===== config.mk =====
export PLATFORM = sky130hd
export DESIGN_NAME = ee_page_writer
export DESIGN_NICKNAME = d
export VERILOG_FILES = /design/src/rtl/ee_pw_pkg.sv /design/src/rtl/ee_tick_counter.sv /design/src/rtl/ee_page_range.sv /design/src/rtl/ee_page_writer.sv
export SDC_FILE = /design/constraint.sdc
export NUM_CORES = 1
export LEC_CHECK = 0
export ABC_AREA = 1
export BUFFER_PORTS_ARGS = -buffer_cell sky130_fd_sc_hd__buf_2
export CAP_MARGIN = 20
export CORE_MARGIN = 1.5
export CORE_UTILIZATION = 49
export DETAILED_ROUTE_END_ITERATION = 8
export GPL_ROUTABILITY_DRIVEN = 1
export PLACE_DENSITY = 0.78
export SLEW_MARGIN = 20
export SYNTH_ARGS = -nofsm -noshare
export SYNTH_HDL_FRONTEND = slang
export SYNTH_SLANG_ARGS = --single-unit
export TNS_END_PERCENT = 100

===== constraint.sdc =====
create_clock -name clk -period 2.7 [get_ports clk]
set_clock_uncertainty 0.1 [all_clocks]
set_input_delay 0.54 -clock clk [delete_from_list [all_inputs] [get_ports clk]]
set_output_delay 0.54 -clock clk [all_outputs]
set_load 0.05 [all_outputs]

===== src/rtl/ee_pw_pkg.sv =====
`timescale 1ns/1ps
package ee_pw_pkg;
  typedef enum logic [2:0] {
    ST_IDLE,   // waiting for a start
    ST_PACE,   // counting spacing ticks, then taking a byte
    ST_REQ,    // bus request raised
    ST_WAIT,   // granted, waiting for completion
    ST_STEP,   // advance address and remaining count
    ST_DONE    // one-cycle finish
  } pw_state_e;
endpackage


===== src/rtl/ee_tick_counter.sv =====
`timescale 1ns/1ps
// Saturating tick counter with synchronous clear; full_o once LIMIT ticks seen.
module ee_tick_counter #(
  parameter int LIMIT = 2
) (
  input  logic clk,
  input  logic rst_n,
  input  logic clr_i,
  input  logic tick_i,
  output logic full_o
);
  localparam int W = $clog2(LIMIT + 1);

  logic [W-1:0] cnt_q, cnt_d;

  assign full_o = (cnt_q == W'(LIMIT));

  always_comb begin
    cnt_d = cnt_q;
    if (clr_i)                 cnt_d = '0;
    else if (tick_i && !full_o) cnt_d = cnt_q + W'(1);
  end

  always_ff @(posedge clk or negedge rst_n) begin
    if (!rst_n) cnt_q <= '0;
    else        cnt_q <= cnt_d;
  end
endmodule


===== src/rtl/ee_page_range.sv =====
`timescale 1ns/1ps
// Accepts a request only if it is non-empty and stays inside one page.
module ee_page_range #(
  parameter int ADDR_W     = 16,
  parameter int PAGE_BYTES = 64,
  parameter int CNT_W      = 7
) (
  input  logic [ADDR_W-1:0] base_i,
  input  logic [CNT_W-1:0]  count_i,
  output logic              ok_o
);
  localparam int OFS_W = $clog2(PAGE_BYTES);
  localparam int SUM_W = CNT_W + 1;

  logic [SUM_W-1:0] end_pos;

  assign end_pos = SUM_W'(count_i) + SUM_W'(base_i[OFS_W-1:0]);
  assign ok_o    = (count_i != '0) && (end_pos <= SUM_W'(PAGE_BYTES));
endmodule


===== src/rtl/ee_page_writer.sv =====
`timescale 1ns/1ps
module ee_page_writer
  import ee_pw_pkg::*;
#(
  parameter int ADDR_W      = 16,
  parameter int DATA_W      = 8,
  parameter int PAGE_BYTES  = 64,
  parameter int SPACE_TICKS = 2,
  parameter int GAP_TICKS   = 30,
  localparam int CNT_W      = $clog2(PAGE_BYTES + 1)
) (
  input  logic              clk,
  input  logic              rst_n,
  input  logic              start_i,
  input  logic [ADDR_W-1:0] base_addr_i,
  input  logic [CNT_W-1:0]  count_i,
  input  logic              abort_i,
  input  logic              src_valid_i,
  input  logic [DATA_W-1:0] src_data_i,
  output logic              src_ready_o,
  input  logic              utick_i,
  output logic              bus_req_o,
  output logic [ADDR_W-1:0] bus_addr_o,
  output logic [DATA_W-1:0] bus_data_o,
  input  logic              bus_grant_i,
  input  logic              bus_done_i,
  output logic              busy_o,
  output logic              done_o,
  output logic              err_o
);
  pw_state_e         st_q, st_d;
  logic [ADDR_W-1:0] addr_q;
  logic [DATA_W-1:0] data_q;
  logic [CNT_W-1:0]  rem_q;
  logic              armed_q, armed_d;
  logic              err_q, err_d;

  logic range_ok, accept, take, step, wr_done;
  logic pace_clr, pace_full, gap_full, gap_expire, in_page;

  ee_page_range #(.ADDR_W(ADDR_W), .PAGE_BYTES(PAGE_BYTES), .CNT_W(CNT_W)) u_range (
    .base_i (base_addr_i),
    .count_i(count_i),
    .ok_o   (range_ok)
  );

  ee_tick_counter #(.LIMIT(SPACE_TICKS)) u_pace (
    .clk   (clk),
    .rst_n (rst_n),
    .clr_i (pace_clr),
    .tick_i(utick_i && (st_q == ST_PACE)),
    .full_o(pace_full)
  );

  ee_tick_counter #(.LIMIT(GAP_TICKS)) u_gap (
    .clk   (clk),
    .rst_n (rst_n),
    .clr_i (wr_done || accept),
    .tick_i(utick_i),
    .full_o(gap_full)
  );

  assign in_page     = (st_q == ST_PACE) || (st_q == ST_REQ) ||
                       (st_q == ST_WAIT) || (st_q == ST_STEP);
  assign gap_expire  = armed_q && gap_full && in_page;
  assign src_ready_o = (st_q == ST_PACE) && pace_full && !abort_i && !gap_expire;
  assign take        = src_ready_o && src_valid_i;
  assign accept      = (st_q == ST_IDLE) && start_i && range_ok && !abort_i;
  assign step        = (st_q == ST_STEP) && !abort_i && !gap_expire;
  assign wr_done     = (st_q == ST_WAIT) && bus_done_i;
  assign pace_clr    = accept || step;

  // next-state logic
  always_comb begin
    st_d    = st_q;
    armed_d = armed_q;
    err_d   = err_q;
    case (st_q)
      ST_IDLE: begin
        if (start_i) begin
          if (range_ok) begin
            st_d    = ST_PACE;
            armed_d = 1'b0;
            err_d   = 1'b0;
          end else begin
            err_d = 1'b1;
          end
        end
      end
      ST_PACE: if (take)        st_d = ST_REQ;
      ST_REQ:  if (bus_grant_i) st_d = ST_WAIT;
      ST_WAIT: begin
        if (bus_done_i) begin
          armed_d = 1'b1;
          st_d    = (rem_q == CNT_W'(1)) ? ST_DONE : ST_STEP;
        end
      end
      ST_STEP: st_d = ST_PACE;
      ST_DONE: st_d = ST_IDLE;
      default: st_d = ST_IDLE;
    endcase
    if (gap_expire) begin
      st_d  = ST_IDLE;
      err_d = 1'b1;
    end
    if (abort_i) begin
      st_d    = ST_IDLE;
      err_d   = err_q;
      armed_d = armed_q;
    end
  end

  // state registers
  always_ff @(posedge clk or negedge rst_n) begin
    if (!rst_n) begin
      st_q    <= ST_IDLE;
      armed_q <= 1'b0;
      err_q   <= 1'b0;
    end else begin
      st_q    <= st_d;
      armed_q <= armed_d;
      err_q   <= err_d;
    end
  end

  // datapath registers with explicit load enables
  always_ff @(posedge clk or negedge rst_n) begin
    if (!rst_n) begin
      addr_q <= '0;
      rem_q  <= '0;
      data_q <= '0;
    end else begin
      if (accept) begin
        addr_q <= base_addr_i;
        rem_q  <= count_i;
      end else if (step) begin
        addr_q <= addr_q + ADDR_W'(1);
        rem_q  <= rem_q - CNT_W'(1);
      end
      if (take) data_q <= src_data_i;
    end
  end

  assign bus_req_o  = (st_q == ST_REQ);
  assign bus_addr_o = addr_q;
  assign bus_data_o = data_q;
  assign busy_o     = in_page;
  assign done_o     = (st_q == ST_DONE);
  assign err_o      = err_q;
endmodule


Yosys cells after proc, flatten, opt, wreduce, memory -nomap -nowiden
Cells that the tools add are included.
{"block": "word_totals", "memories": 0, "wordCells": 92, "output_inout_bits": 29, "in_bits": 39, "ff_bits": 43, "latch_bits": 0, "rom_bits": 0, "ram_bits": 0}
{"block": "classes", "reduce_logical": 36, "mul": 0, "shifts": 0, "bitwise": 1, "eq_ne": 16, "div_mod_pow": 0, "addsub": 5, "muxes": 25, "n_lt_le_gt_ge": 1}
{"operator": "$mux 16", "count": 2}
{"operator": "$mux 3", "count": 7}
{"operator": "$add 16x1->16 const B", "count": 1}
{"operator": "$logic_and 1x1->1", "count": 16}
{"operator": "$ne 4x4->1 const B", "count": 4}
{"operator": "$pmux 3 s5", "count": 1}
{"operator": "$mux 7", "count": 2}
{"operator": "$reduce_bool 2->1", "count": 6}
{"operator": "$mux 5", "count": 2}
{"operator": "$reduce_and 5->1", "count": 2}
{"operator": "$add 7x6->8", "count": 1}
{"operator": "$le 8x7->1 const B", "count": 1}
{"operator": "$mux 1", "count": 8}
{"operator": "$eq 7x1->1 const B", "count": 1}
{"operator": "$reduce_bool 7->1", "count": 1}
{"operator": "$sub 7x1->7 const B", "count": 1}
{"operator": "$eq 3x2->1 const B", "count": 2}
{"operator": "$eq 3x3->1 const B", "count": 2}
{"operator": "$ne 2x2->1 const B", "count": 3}
{"operator": "$add 5x1->5 const B", "count": 1}
{"operator": "$eq 5x5->1 const B", "count": 1}
{"operator": "$logic_or 1x1->1", "count": 5}
{"operator": "$logic_not 1->1", "count": 4}
{"operator": "$mux 2", "count": 2}
{"operator": "other kinds (8)", "count": 8}

Longest topological paths before layout
Gate-level depths: netlist (run 1).
{"block": "depth", "ltp_word": 12, "ltp_mapped": 17, "depth_no_buf": 17}

Cells and area by module
A second synthesis (run 1) with hierarchy kept.
{"block": "unflattened", "cells_unflattened": 400, "hier_area_um2": 2991.6}
{"mod": "ee_page_writer", "cells_each": 282, "area_per_inst_um2": 2232.1, "seq_area_each_um2": 900.9, "n_inst": 1}
{"mod": "ee_page_range", "cells_each": 61, "area_per_inst_um2": 336.6, "seq_area_each_um2": 0.0, "n_inst": 1}
{"mod": "ee_tick_counter (u_gap)", "cells_each": 41, "area_per_inst_um2": 304.0, "seq_area_each_um2": 125.1, "n_inst": 1}
{"mod": "ee_tick_counter (u_pace)", "cells_each": 16, "area_per_inst_um2": 118.9, "seq_area_each_um2": 50.0, "n_inst": 1}

Least setup slack after synthesis (run 1)
No wires, ideal clock.
{"block": "synth_path", "kind": "reg2out", "start": "reg u_pace.cnt_q[0]", "end": "out src_ready_o", "stages_incl_launch_ff": 5, "slack_ps": -157, "arrival_time_ps": 2217, "path_buffers": 0, "path_cell_list": "dfrtp_1 > inv_1 > ha_1 > inv_1 > nor4_1"}
{"block": "synth_between", "elab_chain_len": 4}
{"element": "start: declaration", "line": "ee_tick_counter.sv:14", "source": "logic [W-1:0] cnt_q, cnt_d;"}
{"element": "start signal: assignment", "line": "ee_tick_counter.sv:26", "source": "else cnt_q <= cnt_d;"}
{"element": "$eq 2x2->1", "line": "ee_tick_counter.sv:16", "source": "assign full_o = (cnt_q == W'(LIMIT));"}
{"element": "$logic_and 1x1->1 (3 in series)", "line": "ee_page_writer.sv:66", "source": "assign src_ready_o = (st_q == ST_PACE) && pace_full && !abort_i && !gap_expire;"}
{"element": "end: declaration", "line": "ee_page_writer.sv:20", "source": "output logic src_ready_o,"}
No other way between the ends.

Final worst setup path (run 1)
{"block": "layout_path", "start": "in base_addr_i[0]", "end": "reg addr_q[15], in the netlist bus_addr_o[15]"}
{"block": "layout_between", "elab_chain_len": 6, "elab_cells_between_ends": 7, "cone_classes": "add/sub: 1; order compare: 1; mux: 1; reduce/logical: 4"}
{"element": "start: declaration", "line": "ee_page_writer.sv:15", "source": "input logic [ADDR_W-1:0] base_addr_i,"}
{"element": "$add 7x6->8 (*)", "line": "ee_page_range.sv:17", "source": "assign end_pos = SUM_W'(count_i) + SUM_W'(base_i[OFS_W-1:0]);"}
{"element": "$le 8x7->1 (*)", "line": "ee_page_range.sv:18", "source": "assign ok_o = (count_i != '0) && (end_pos <= SUM_W'(PAGE_BYTES));"}
{"element": "$logic_and 1x1->1 (*)", "line": "ee_page_range.sv:18"}
{"element": "$logic_and 1x1->1 (*) (2 in series)", "line": "ee_page_writer.sv:68", "source": "assign accept = (st_q == ST_IDLE) && start_i && range_ok && !abort_i;"}
{"element": "$mux 16 or $reduce_bool 2->1 (tied branches)"}
{"element": "end signal: assignment", "line": "ee_page_writer.sv:134", "source": "addr_q <= base_addr_i;"}
{"element": "end signal: assignment", "line": "ee_page_writer.sv:137", "source": "addr_q <= addr_q + ADDR_W'(1);"}
{"element": "end: declaration", "line": "ee_page_writer.sv:32", "source": "logic [ADDR_W-1:0] addr_q;"}
Every way passes the cells marked *; elsewhere a longest branch is shown, timed or not.
A chain may end at the register's enable or synchronous reset.

==> impl_metrics.py, run 1 <==
metrics = {
    "yosys": {
        "synth_edf_count": 0,
        "avgSynthCellArea_um2": 7.951,
        "ys_async_sr_fraction_pct": 100.0,
        "ys_warn_count": 0,
        "synth_cells": 372,
        "ys.flop_type": "dfrtp_1",
        "synth-seq-cells": 43,
        "syn_nets": 424,
        "synth.distinct_cells": 39,
        "syn_area_um2": 2958,
        "seq_area_frac_synth_pct": 36.38,
    },
    "hold_path": {
        "hold_class": "in2async",
    },
    "drt": {
        "met3WireLength_um": 281,
        "wl_um": 6598,
        "avgViaCountPerCell": 5.167,
        "drt_iter0_markers": 124,
        "top_layer": "met4",
        "firstDrtPassIters": 4,
        "dr_wl_met2_um": 3386,
        "final_antenna_net_count": 0,
        "route.detailed.drc": 0,
        "drt-met1-wl_um": 2830,
        "wl_per_cell_um": 12.69,
        "num_vias": 2687,
    },
    "pwr": {
        "pwr-share-comb_pct": 54.1,
        "ir_drop_uv": 603.1,
        "intPower_mw": 1.708,
        "seqPwrFrac_pct": 34.4,
        "clock_power_share_pct": 11.5,
        "p_switching_mw": 1.860,
        "switching_share_pct": 52.12,
        "p_leak_nw": 1.877,
        "power_density_nw_per_um2": 1034,
    },
    "floorplan": {
        "die_width_um": 80.70,
        "initial_core_util_pct": 50.26,
        "core-area_um2": 5886,
        "num_rows": 28,
        "die_y_um": 80.70,
        "ios": 68,
        "die_area_um2": 6512,
    },
    "global_route": {
        "grt.overflow.total": 0,
        "grt_max_degree": 34,
        "grt_pass1_wl_um": 10660,
        "gr-usage-all-layers_pct": 21.16,
        "antenna_found_initial": 0,
        "grt_pass1_vias": 2509,
    },
    "setup_path": {
        "critPathArrivalTime_ps": 2650,
        "path_cells": "buf_2, ha_1, fa_1, or2_1, nor2_1, nand3_1, nor2_1, nand2_1, nand2_1, nand2_2, inv_4, nand2_8, inv_6, nand2_1, nand3_1",
        "crit_slowest_cell": "fa_1",
        "crit_type": "in2reg",
        "required_ps": 2840,
        "critPathMaxFanout": 33,
        "r2r_setup_slack_ps": 550,
        "endpoint_kind": "flip-flop",
        "startpoint_type": "primary input",
        "r2r_cells": 9,
        "crit_top_cell": "nand2_1",
        "reg2reg_to": "rem_q[4]$_DFFE_PN0P_",
        "timing.rr.start": "u_gap.cnt_q[0]$_DFFE_PN0P_",
        "cp_slowest_stage_delay_ps": 430,
    },
    "final_layout": {
        "final-seq-area_um2": 1076,
        "drive_gt1_share_pct": 29.21,
        "multi_input_area_um2": 1630,
        "syn_to_final_growth_pct": 16.62,
        "nNetsFinal": 496,
        "nFillCells": 556,
        "final_common_cell": "nand2_1",
        "final_cell_mix": "74 x nand2_1, 67 x buf_2, 45 x inv_1, 45 x nand3_1, 43 x dfrtp_1",
        "diodes": 0,
    },
    "timing": {
        "tightest_slew_ps": 453.4,
        "final-max-slew-violation-count": 0,
        "period_needed_ps": 2511,
        "holdWs_ps": 3.637,
        "slew_headroom_pct": 69.54,
        "rsz0062_at_grt": "false",
        "hold_viol_final": 0,
        "max_freq_ghz": 0.3982,
        "fin_tns_setup_ps": 0,
        "setup_viol": 0,
        "post-route-period-util_pct": 93.01,
    },
    "clocking": {
        "cts_buffers": 5,
        "cts_tree": "done",
        "cts-root-buf": "clkbuf_8",
        "h-tree-depth": 2,
        "clk_latency_ps": 300,
        "ctsHoldBuffers": 0,
        "postCtsSetupBuffers": 0,
        "clock-sinks": 43,
        "cts_resized": 0,
        "clk_pin_slew_ps": 80,
        "clk_path_buf_depth": 2,
    },
    "placed_design": {
        "dp_hpwl_um": 5105,
        "place_congestion": 0.8270,
        "numPortBuffers": 67,
    },
    "run": {
        "maxCapViolations": 0,
    },
    "outcome": {
        "run_status": "completed",
    },
}
-- state kept, by name, summed over array words and instances (netlist names) --
signal and flops:
rem_q 7, err_o 1, bus_data_o 8, st_q 3, bus_addr_o 16, u_pace.cnt_q 2
u_gap.cnt_q 5, armed_q 1
-- cells by family (layout without fill, tap and decap cells) --
logic type               count (synthesis)  after routing  synth area share (%)
adder cells (fa/ha/maj)                 13             13                 5.753
multiplexers                             8              8                 3.046
buffers and inverters                   55            128                 8.713
AO/OA/AOI/OAI                           28             28                 5.795
XOR/XNOR                                20             20                 5.922
AND/OR/NAND/NOR                        205            205                 34.39
flip-flops                              43             43                 36.38
-- cell usage after synthesis, types with 2 or more instances --
master	count	area [µm²]
mux2_2	8	90.09
a21oi_1	10	50.05
inv_1	45	168.9
nand2_1	74	277.8
o211ai_2	2	25.02
ha_1	12	150.1
nand3_1	45	225.2
buf_4	2	15.01
nor2_1	37	138.9
or2_2	2	12.51
o21ai_0	5	25.02
o21ai_1	6	30.03
xor2_1	11	96.34
nand4_1	6	37.54
nor2_2	7	43.79
nand2_2	11	68.82
xnor2_1	9	78.83
dfrtp_1	43	1076
o21ai_2	2	17.52
nand3_2	11	110.1
nor3_1	6	30.03
-- routing by layer --
metal	GRT usage (%)	up-vias
li1	-	1348
met1	25.21	1265
met2	37.90	65
met3	3.523	9
met4	7.759	0
met5	0	-
-- power groups by stage --
stage,combinational [mW],sequential (mW),clock [mW]
floorplan,0.931,1.79,0
global placement,1.89,1.22,0
detailed placement,1.94,1.24,0
CTS,1.94,1.23,0.417
global route,2.10,1.27,0.437
finish,1.93,1.23,0.410
-- final cells by class --
type	count	share of cell area, %
multi-input cells	274	47.26
well taps	75	2.720
inverters	47	5.332
clock inverters	2	0.3627
repair buffers	73	11.03
clock buffers	6	2.104
flip-flops and latches	43	31.19
-- metrics by stage --
step	total power [mW]	cells	worst slack, ps	instance area [µm²]	util, %
final	3.568	520	188.6	3450	58.61
after global routing	3.812	520	95.87	3450	58.61
after CTS	3.587	520	198.9	3450	58.61
after detailed placement	3.175	512	-111.1	3364	57.16
after global placement	3.106	512	-15.03	3364	57.16
after floorplan	2.725	372	236.9	2964	-
-- critical path: cells and delay by family --
family        cells  cell delay (ps)
fa+ha+maj         2              640
buf+inv           3              400
simple gates     10             1050
-- how the worst max path moves through the flow --
stage / startpoint / endpoint / slack, ps / cells after the start
after floorplan: base_addr_i[0] / bus_addr_o[7]$_DFFE_PN0P_ / 240 / 14
after global placement: base_addr_i[0] / bus_addr_o[15]$_DFFE_PN0P_ / -20 / 15
after detailed placement: base_addr_i[0] / bus_addr_o[15]$_DFFE_PN0P_ / -110 / 15
after CTS: base_addr_i[0] / bus_addr_o[15]$_DFFE_PN0P_ / 200 / 15
after global routing: base_addr_i[0] / bus_addr_o[12]$_DFFE_PN0P_ / 100 / 15
final: base_addr_i[0] / bus_addr_o[15]$_DFFE_PN0P_ / 190 / 15
Note: power is estimated with default switching activity, not from simulation.
==> run 2, diff against run 1 <==
--- a/config.mk
+++ b/config.mk
@@ -5,14 +5,13 @@
 export SDC_FILE = /design/constraint.sdc
 export NUM_CORES = 1
 export LEC_CHECK = 0
-export ABC_AREA = 1
 export BUFFER_PORTS_ARGS = -buffer_cell sky130_fd_sc_hd__buf_2
 export CAP_MARGIN = 20
 export CORE_MARGIN = 1.5
 export CORE_UTILIZATION = 49
 export DETAILED_ROUTE_END_ITERATION = 8
 export GPL_ROUTABILITY_DRIVEN = 1
-export PLACE_DENSITY = 0.78
+export PLACE_DENSITY = 0.79
 export SLEW_MARGIN = 20
 export SYNTH_ARGS = -nofsm -noshare
 export SYNTH_HDL_FRONTEND = slang
==> run 2 against run 1 <==
Compared with the run above: core utilization up 6.9 points; maximum frequency shrank 7.0%; design area fell by 2.4%; synthesized cell count down 25%; setup slack got worse by 190 ps; global-route usage increased by 0.60 points; flip-flop and latch count is the same; routed wire length fell by 7.2%; largest cell class unchanged; clock power up 4%; hold slack better by 68 ps; register-to-register slack worse by 20 ps; critical path type unchanged; synthesized area down 11%.
==> impl_metrics.py, run 2 <==
metrics = {
    "setup_path": {
        "critPathMaxFanout": 22,
        "crit_slowest_cell": "a2111oi_4",
        "crit_start": "base_addr_i[0]",
        "required_ps": 2790,
        "crit_buf_inv": 2,
        "endpoint_kind": "flip-flop",
        "startpoint_type": "primary input",
        "crit_type": "in2reg",
        "timing.rr.start": "st_q[1]$_DFFE_PN0P_",
        "critPathArrivalTime_ps": 2790,
        "path_cells": "buf_6, ha_4, fa_2, a211oi_2, nor2_1, xnor2_2, o2111ai_4, a2111oi_4, buf_12, mux2i_1, a221o_1",
        "r2r_setup_slack_ps": 530,
        "path_delay_family": "compound AO/OA/AOI/OAI gates",
        "cp_slowest_stage_delay_ps": 370,
    },
    "final_layout": {
        "final_common_cell": "buf_2",
        "nNetsFinal": 416,
        "diodes": 0,
        "largest_reg_flops": 16,
        "final_cell_mix": "65 x buf_2, 43 x dfrtp_1, 28 x nor2_1, 25 x nand2_1, 21 x buf_4",
        "drive_gt1_share_pct": 32.60,
        "syn_to_final_growth_pct": 27.66,
    },
    "global_route": {
        "grt_max_degree": 23,
        "antenna_found_initial": 0,
        "gr-usage-all-layers_pct": 21.77,
        "grt_pass1_vias": 2304,
        "grt_pass1_wl_um": 10380,
        "grt.overflow.total": 0,
    },
    "timing": {
        "setup_viol": 0,
        "tightest_slew_ps": 446.0,
        "period_needed_ps": 2700,
        "final-max-slew-violation-count": 0,
        "rsz0062_at_grt": "true",
        "slew_headroom_pct": 69.99,
        "holdWs_ps": 71.66,
        "post-route-period-util_pct": 99.99,
        "layout_setup_ws_ps": 0.1823,
        "hold_viol_final": 0,
        "max_freq_ghz": 0.3704,
    },
    "placed_design": {
        "numPortBuffers": 67,
        "place_congestion": 0.8115,
        "dp_hpwl_um": 4644,
        "pre_cts_ws_ps": -372.0,
    },
    "floorplan": {
        "die_area_um2": 5832,
        "initial_core_util_pct": 51.31,
        "die_y_um": 76.37,
        "ios": 68,
        "core-area_um2": 5140,
        "die_width_um": 76.37,
        "num_rows": 26,
    },
    "yosys": {
        "synth_edf_count": 0,
        "synth_top_area_share_pct": 40.80,
        "ys_warn_count": 0,
        "synth_top_area_cell": "dfrtp_1",
        "synth.distinct_cells": 51,
        "seq_area_frac_synth_pct": 40.80,
        "synth.most_common_cell": "dfrtp_1",
        "synth_area_leaders": "dfrtp_1 41%, ha_1 5.7%, nor2_1 4.0%, nand2_1 3.6%, mux2_2 3.4%",
        "syn_nets": 331,
        "synth_cells": 279,
        "syn_area_um2": 2638,
        "avgSynthCellArea_um2": 9.454,
        "ys_async_sr_fraction_pct": 100.0,
        "ys.flop_type": "dfrtp_1",
        "synth-seq-cells": 43,
        "ys_top_cells_by_count": "43 x dfrtp_1, 28 x nor2_1, 25 x nand2_1",
    },
    "clocking": {
        "clk_pin_slew_ps": 90,
        "cts_buffers": 5,
        "clk_path_buf_depth": 2,
        "ctsHoldBuffers": 0,
        "clock-sinks": 43,
        "cts-root-buf": "clkbuf_8",
        "clk_latency_ps": 300,
        "cts_tree": "done",
        "h-tree-depth": 2,
    },
    "drt": {
        "drt_iter0_markers": 119,
        "wl_per_cell_um": 14.07,
        "route.detailed.drc": 0,
        "final_antenna_net_count": 0,
        "avgViaCountPerCell": 5.423,
        "firstDrtPassIters": 4,
        "wl_um": 6122,
        "num_vias": 2359,
    },
    "pwr": {
        "p_leak_nw": 1.567,
        "clock_power_share_pct": 13.4,
        "seqPwrFrac_pct": 38.0,
        "p_total_mw": 3.163,
        "pwr-share-comb_pct": 48.6,
        "p_switching_mw": 1.569,
        "power_density_nw_per_um2": 939.4,
        "intPower_mw": 1.594,
        "ir_drop_uv": 672.3,
        "switching_share_pct": 49.60,
    },
    "run": {
        "maxCapViolations": 0,
    },
    "hold_path": {
        "hold_class": "in2async",
    },
    "outcome": {
        "run_status": "completed",
    },
}
run 2: cell count changes after synthesis, moves of 6 or more:
cell,change
nand2_1,-49
nand3_1,-38
inv_1,-33
nand2_2,-11
nand3_2,-11
nor2_1,-9
nor2_2,-7
o21ai_0,+7
a221o_1,+6
and3_1,+6
mux2i_1,+6
nor3b_1,+6
run 2: power by group through the flow:
stage	clock network (mW)	logic, mW	registers, mW
finish	0.425	1.54	1.20
detailed placement	0	1.53	1.21
CTS	0.428	1.53	1.20
global placement	0	1.48	1.19
floorplan	0	0.623	1.68
global route	0.463	1.65	1.25
run 2: kinds of logic (layout without fill, tap and decap cells):
logic type / Yosys count / in the layout / synth area share (%)
flops: 43 / 43 / 40.80
simple gates: 108 / 108 / 20.92
mux: 14 / 14 / 5.693
compound gates: 58 / 58 / 15.80
fa+ha+maj: 14 / 14 / 6.831
buf+inv: 24 / 110 / 3.984
xor+xnor: 18 / 18 / 5.978
run 2: through the flow:
step	std cells	util [%]	instance area, µm²	setup TNS (ps)
finish	435	65.51	3367	0
global route	435	65.51	3367	-746.6
CTS	435	64.80	3331	-67.38
detailed placement	427	62.63	3219	-8487
global placement	427	62.63	3219	-6368
floorplan	279	-	2671	-98.71
run 2: per-layer routing:
layer	GRT usage (%)	routed length [µm]	share of wire (%)	vias up
met5	0	0	0	-
met4	4.074	57	0.93	0
met3	4.192	338	5.5	7
met2	37.41	3032	50	87
met1	28.80	2692	44	1098
li1	-	-	-	1167
run 2: cell type report:
type / count / area, µm²
inverter: 12 / 45.04
multi-input combinational: 212 / 1529
fill: 449 / 1773
sequential: 43 / 1076
clock buffer: 5 / 68.82
clock inverter: 3 / 23.77
tap: 70 / 87.58
timing repair buffer: 90 / 536.8
run 2: worst paths after layout:
| check | cells after the start | to |
|---|---|---|
| min in group clk | 3 | bus_addr_o[15]$_DFFE_PN0P_ |
| max in group asynchronous | 2 | armed_q$_DFFE_PN0P_ |
| max reg2reg | 6 | bus_addr_o[4]$_DFFE_PN0P_ |
| min reg2reg | 1 | bus_data_o[6]$_DFFE_PN0P_ |
| max | 11 | bus_addr_o[4]$_DFFE_PN0P_ |
| min | 1 | err_o$_DFFE_PN0P_ |
run 2: repair_timing:
item / 4_1_cts / 5_1_grt
gates resized for setup: 4 / 6
endpoints found under the setup margin: 8 / 29
cloned: 0 / 0
buffers inserted: 0 / 0
==> run 3, diff against run 2 <==
--- a/config.mk
+++ b/config.mk
@@ -5,13 +5,15 @@
 export SDC_FILE = /design/constraint.sdc
 export NUM_CORES = 1
 export LEC_CHECK = 0
+export ABC_AREA = 1
 export BUFFER_PORTS_ARGS = -buffer_cell sky130_fd_sc_hd__buf_2
 export CAP_MARGIN = 20
+export CORE_ASPECT_RATIO = 0.9
 export CORE_MARGIN = 1.5
 export CORE_UTILIZATION = 49
 export DETAILED_ROUTE_END_ITERATION = 8
 export GPL_ROUTABILITY_DRIVEN = 1
-export PLACE_DENSITY = 0.79
+export PLACE_DENSITY = 0.78
 export SLEW_MARGIN = 20
 export SYNTH_ARGS = -nofsm -noshare
 export SYNTH_HDL_FRONTEND = slang
==> run 3 against run 2 <==
Compared with the run above: the run now ends with DRC left; flip-flop and latch count stayed put; maximum frequency grew 8.0%; clock power increased by 22%; non-clock buffer count down 16; critical path depth increased by 4; final cell count rose by 19%; via count rose by 15%; first-iteration DRC count grew 29%; sequential power increased by 3%; sequential share of layout area decreased by 1.0 points; register-to-register slack about the same; critical endpoint is now bus_addr_o[11]$_DFFE_PN0P_; highest routed layer unchanged.
==> impl_metrics.py, run 3 (same netlist as run 1, synthesis figures left out) <==
metrics = {
    "setup_path": {
        "critPathArrivalTime_ps": 2640,
        "crit_slowest_cell": "fa_1",
        "required_ps": 2840,
        "crit_top_cell": "nand2_1",
        "crit_type": "in2reg",
        "cp_slowest_stage_delay_ps": 430,
        "endpoint_kind": "flip-flop",
        "critPathMaxFanout": 33,
        "startpoint_type": "primary input",
        "path_cells": "buf_2, ha_1, fa_1, or2_1, nor2_1, nand3_1, nor2_1, nand2_1, nand2_1, nand2_2, inv_4, nand2_8, inv_6, nand2_1, nand3_1",
    },
    "hold_path": {
        "hold_class": "in2async",
    },
    "clocking": {
        "clk_pin_slew_ps": 90,
        "postCtsSetupBuffers": 0,
        "ctsHoldBuffers": 0,
        "cts_buffers": 5,
        "cts_tree": "done",
        "clock-sinks": 43,
        "h-tree-depth": 2,
        "clk_latency_ps": 300,
        "cts_resized": 0,
        "clk_path_buf_depth": 2,
        "cts-root-buf": "clkbuf_8",
    },
    "run": {
        "maxCapViolations": 0,
    },
    "outcome": {
        "run_status": "finished, violations left",
        "violations": "DRC",
    },
    "timing": {
        "slew_headroom_pct": 68.78,
        "hold_viol_final": 0,
        "tightest_slew_ps": 467.8,
        "period_needed_ps": 2501,
        "final-max-slew-violation-count": 0,
        "setup_viol": 0,
        "post-route-period-util_pct": 92.62,
        "rsz0062_at_grt": "false",
        "layout_setup_ws_ps": 199.2,
        "holdWs_ps": 75.69,
        "max_freq_ghz": 0.3999,
    },
    "drt": {
        "wl_um": 6654,
        "num_vias": 2713,
        "firstDrtPassIters": 6,
        "avgViaCountPerCell": 5.258,
        "final_antenna_net_count": 0,
        "drt_iter0_markers": 153,
        "wl_per_cell_um": 12.90,
        "route.detailed.drc": 6,
    },
    "pwr": {
        "ir_drop_uv": 648.7,
        "power_density_nw_per_um2": 1065,
        "p_leak_nw": 1.899,
    },
    "floorplan": {
        "die_width_um": 84.90,
        "die_y_um": 76.71,
        "die_area_um2": 6512,
        "initial_core_util_pct": 51.37,
        "core-area_um2": 5758,
        "ios": 68,
        "num_rows": 26,
    },
    "global_route": {
        "gr-usage-all-layers_pct": 21.58,
        "grt_max_degree": 34,
        "antenna_found_initial": 0,
        "grt.overflow.total": 0,
        "grt_pass1_vias": 2657,
        "grt_pass1_wl_um": 11470,
    },
    "placed_design": {
        "pre_cts_ws_ps": -92.94,
        "dp_hpwl_um": 5054,
        "numPortBuffers": 67,
        "place_congestion": 0.8867,
        "placedCellCount": 508,
    },
    "final_layout": {
        "largest_reg_flops": 16,
        "diodes": 0,
        "drive_gt1_share_pct": 29.60,
        "nNetsFinal": 497,
        "final_core_utilization_pct": 60.41,
        "fin_cells": 516,
        "final_cell_mix": "74 x nand2_1, 67 x buf_2, 45 x inv_1, 45 x nand3_1, 43 x dfrtp_1",
        "final_common_cell": "nand2_1",
        "nFillCells": 528,
        "syn_to_final_growth_pct": 17.60,
    },
}
run 3: changes by cell type in the layout (fill, tap and decap cells not counted), sizes merged, moves of 5 or more:
cell,previous run,this run
inv,13,47
nand2,25,86
and3,6,0
nand3,7,56
a221o,6,0
mux2i,6,0
and2,5,0
nor3b,6,0
buf,90,74
nor2,28,45
run 3: final cells by class:
class | count | area, µm² | area share (%)
multi-input combinational | 274 | 1630 | 46.87
sequential | 43 | 1076 | 30.94
timing repair buffer | 74 | 387.9 | 11.15
inverter | 47 | 183.9 | 5.288
tap | 70 | 87.58 | 2.518
clock buffer | 5 | 68.82 | 1.978
clock inverter | 3 | 43.79 | 1.259
run 3: critical path: cells and delay by family:
| family | cells | cell delay, ps |
|---|---|---|
| adders and majority gates | 2 | 650 |
| buffers and inverters | 3 | 400 |
| and+or+nand+nor | 10 | 1030 |
run 3: worst paths after layout:
kind / startpoint / endpoint / slack [ps] / cells after the start
setup / recovery: base_addr_i[0] / bus_addr_o[11]$_DFFE_PN0P_ / 200 / 15
hold / removal: rst_n / bus_addr_o[2]$_DFFE_PN0P_ / 80 / 1
setup reg to reg: u_gap.cnt_q[0]$_DFFE_PN0P_ / bus_addr_o[8]$_DFFE_PN0P_ / 530 / 9
hold reg to reg: bus_data_o[0]$_DFFE_PN0P_ / bus_data_o[0]$_DFFE_PN0P_ / 410 / 1
max in group asynchronous: rst_n / u_gap.cnt_q[1]$_DFFE_PN0P_ / 1870 / 2
min in group clk: base_addr_i[7] / bus_addr_o[7]$_DFFE_PN0P_ / 350 / 3
run 3: metrics by stage:
stage	instance area [µm²]	power (mW)	TNS [ps]
floorplan	2964	2.725	0
global placement	3366	3.126	-514.7
detailed placement	3366	3.182	-1783
CTS	3478	3.710	0
global route	3478	3.952	0
finish	3478	3.705	0
run 3: metal layers:
layer | track usage, % | up-vias | share of wire [%] | routed length (µm)
met2 | 37.60 | 75 | 49 | 3245
met1 | 27.03 | 1284 | 46 | 3044
met5 | 0 | - | 0 | 0
met3 | 3.875 | 4 | 4.9 | 328
li1 | - | 1350 | - | -
met4 | 7.049 | 0 | 0.53 | 35
run 3: report_power, final:
part	switching [mW]	internal, mW	total (mW)
logic	1.35	0.603	1.95
registers	0.301	0.935	1.24
clock network	0.242	0.276	0.518
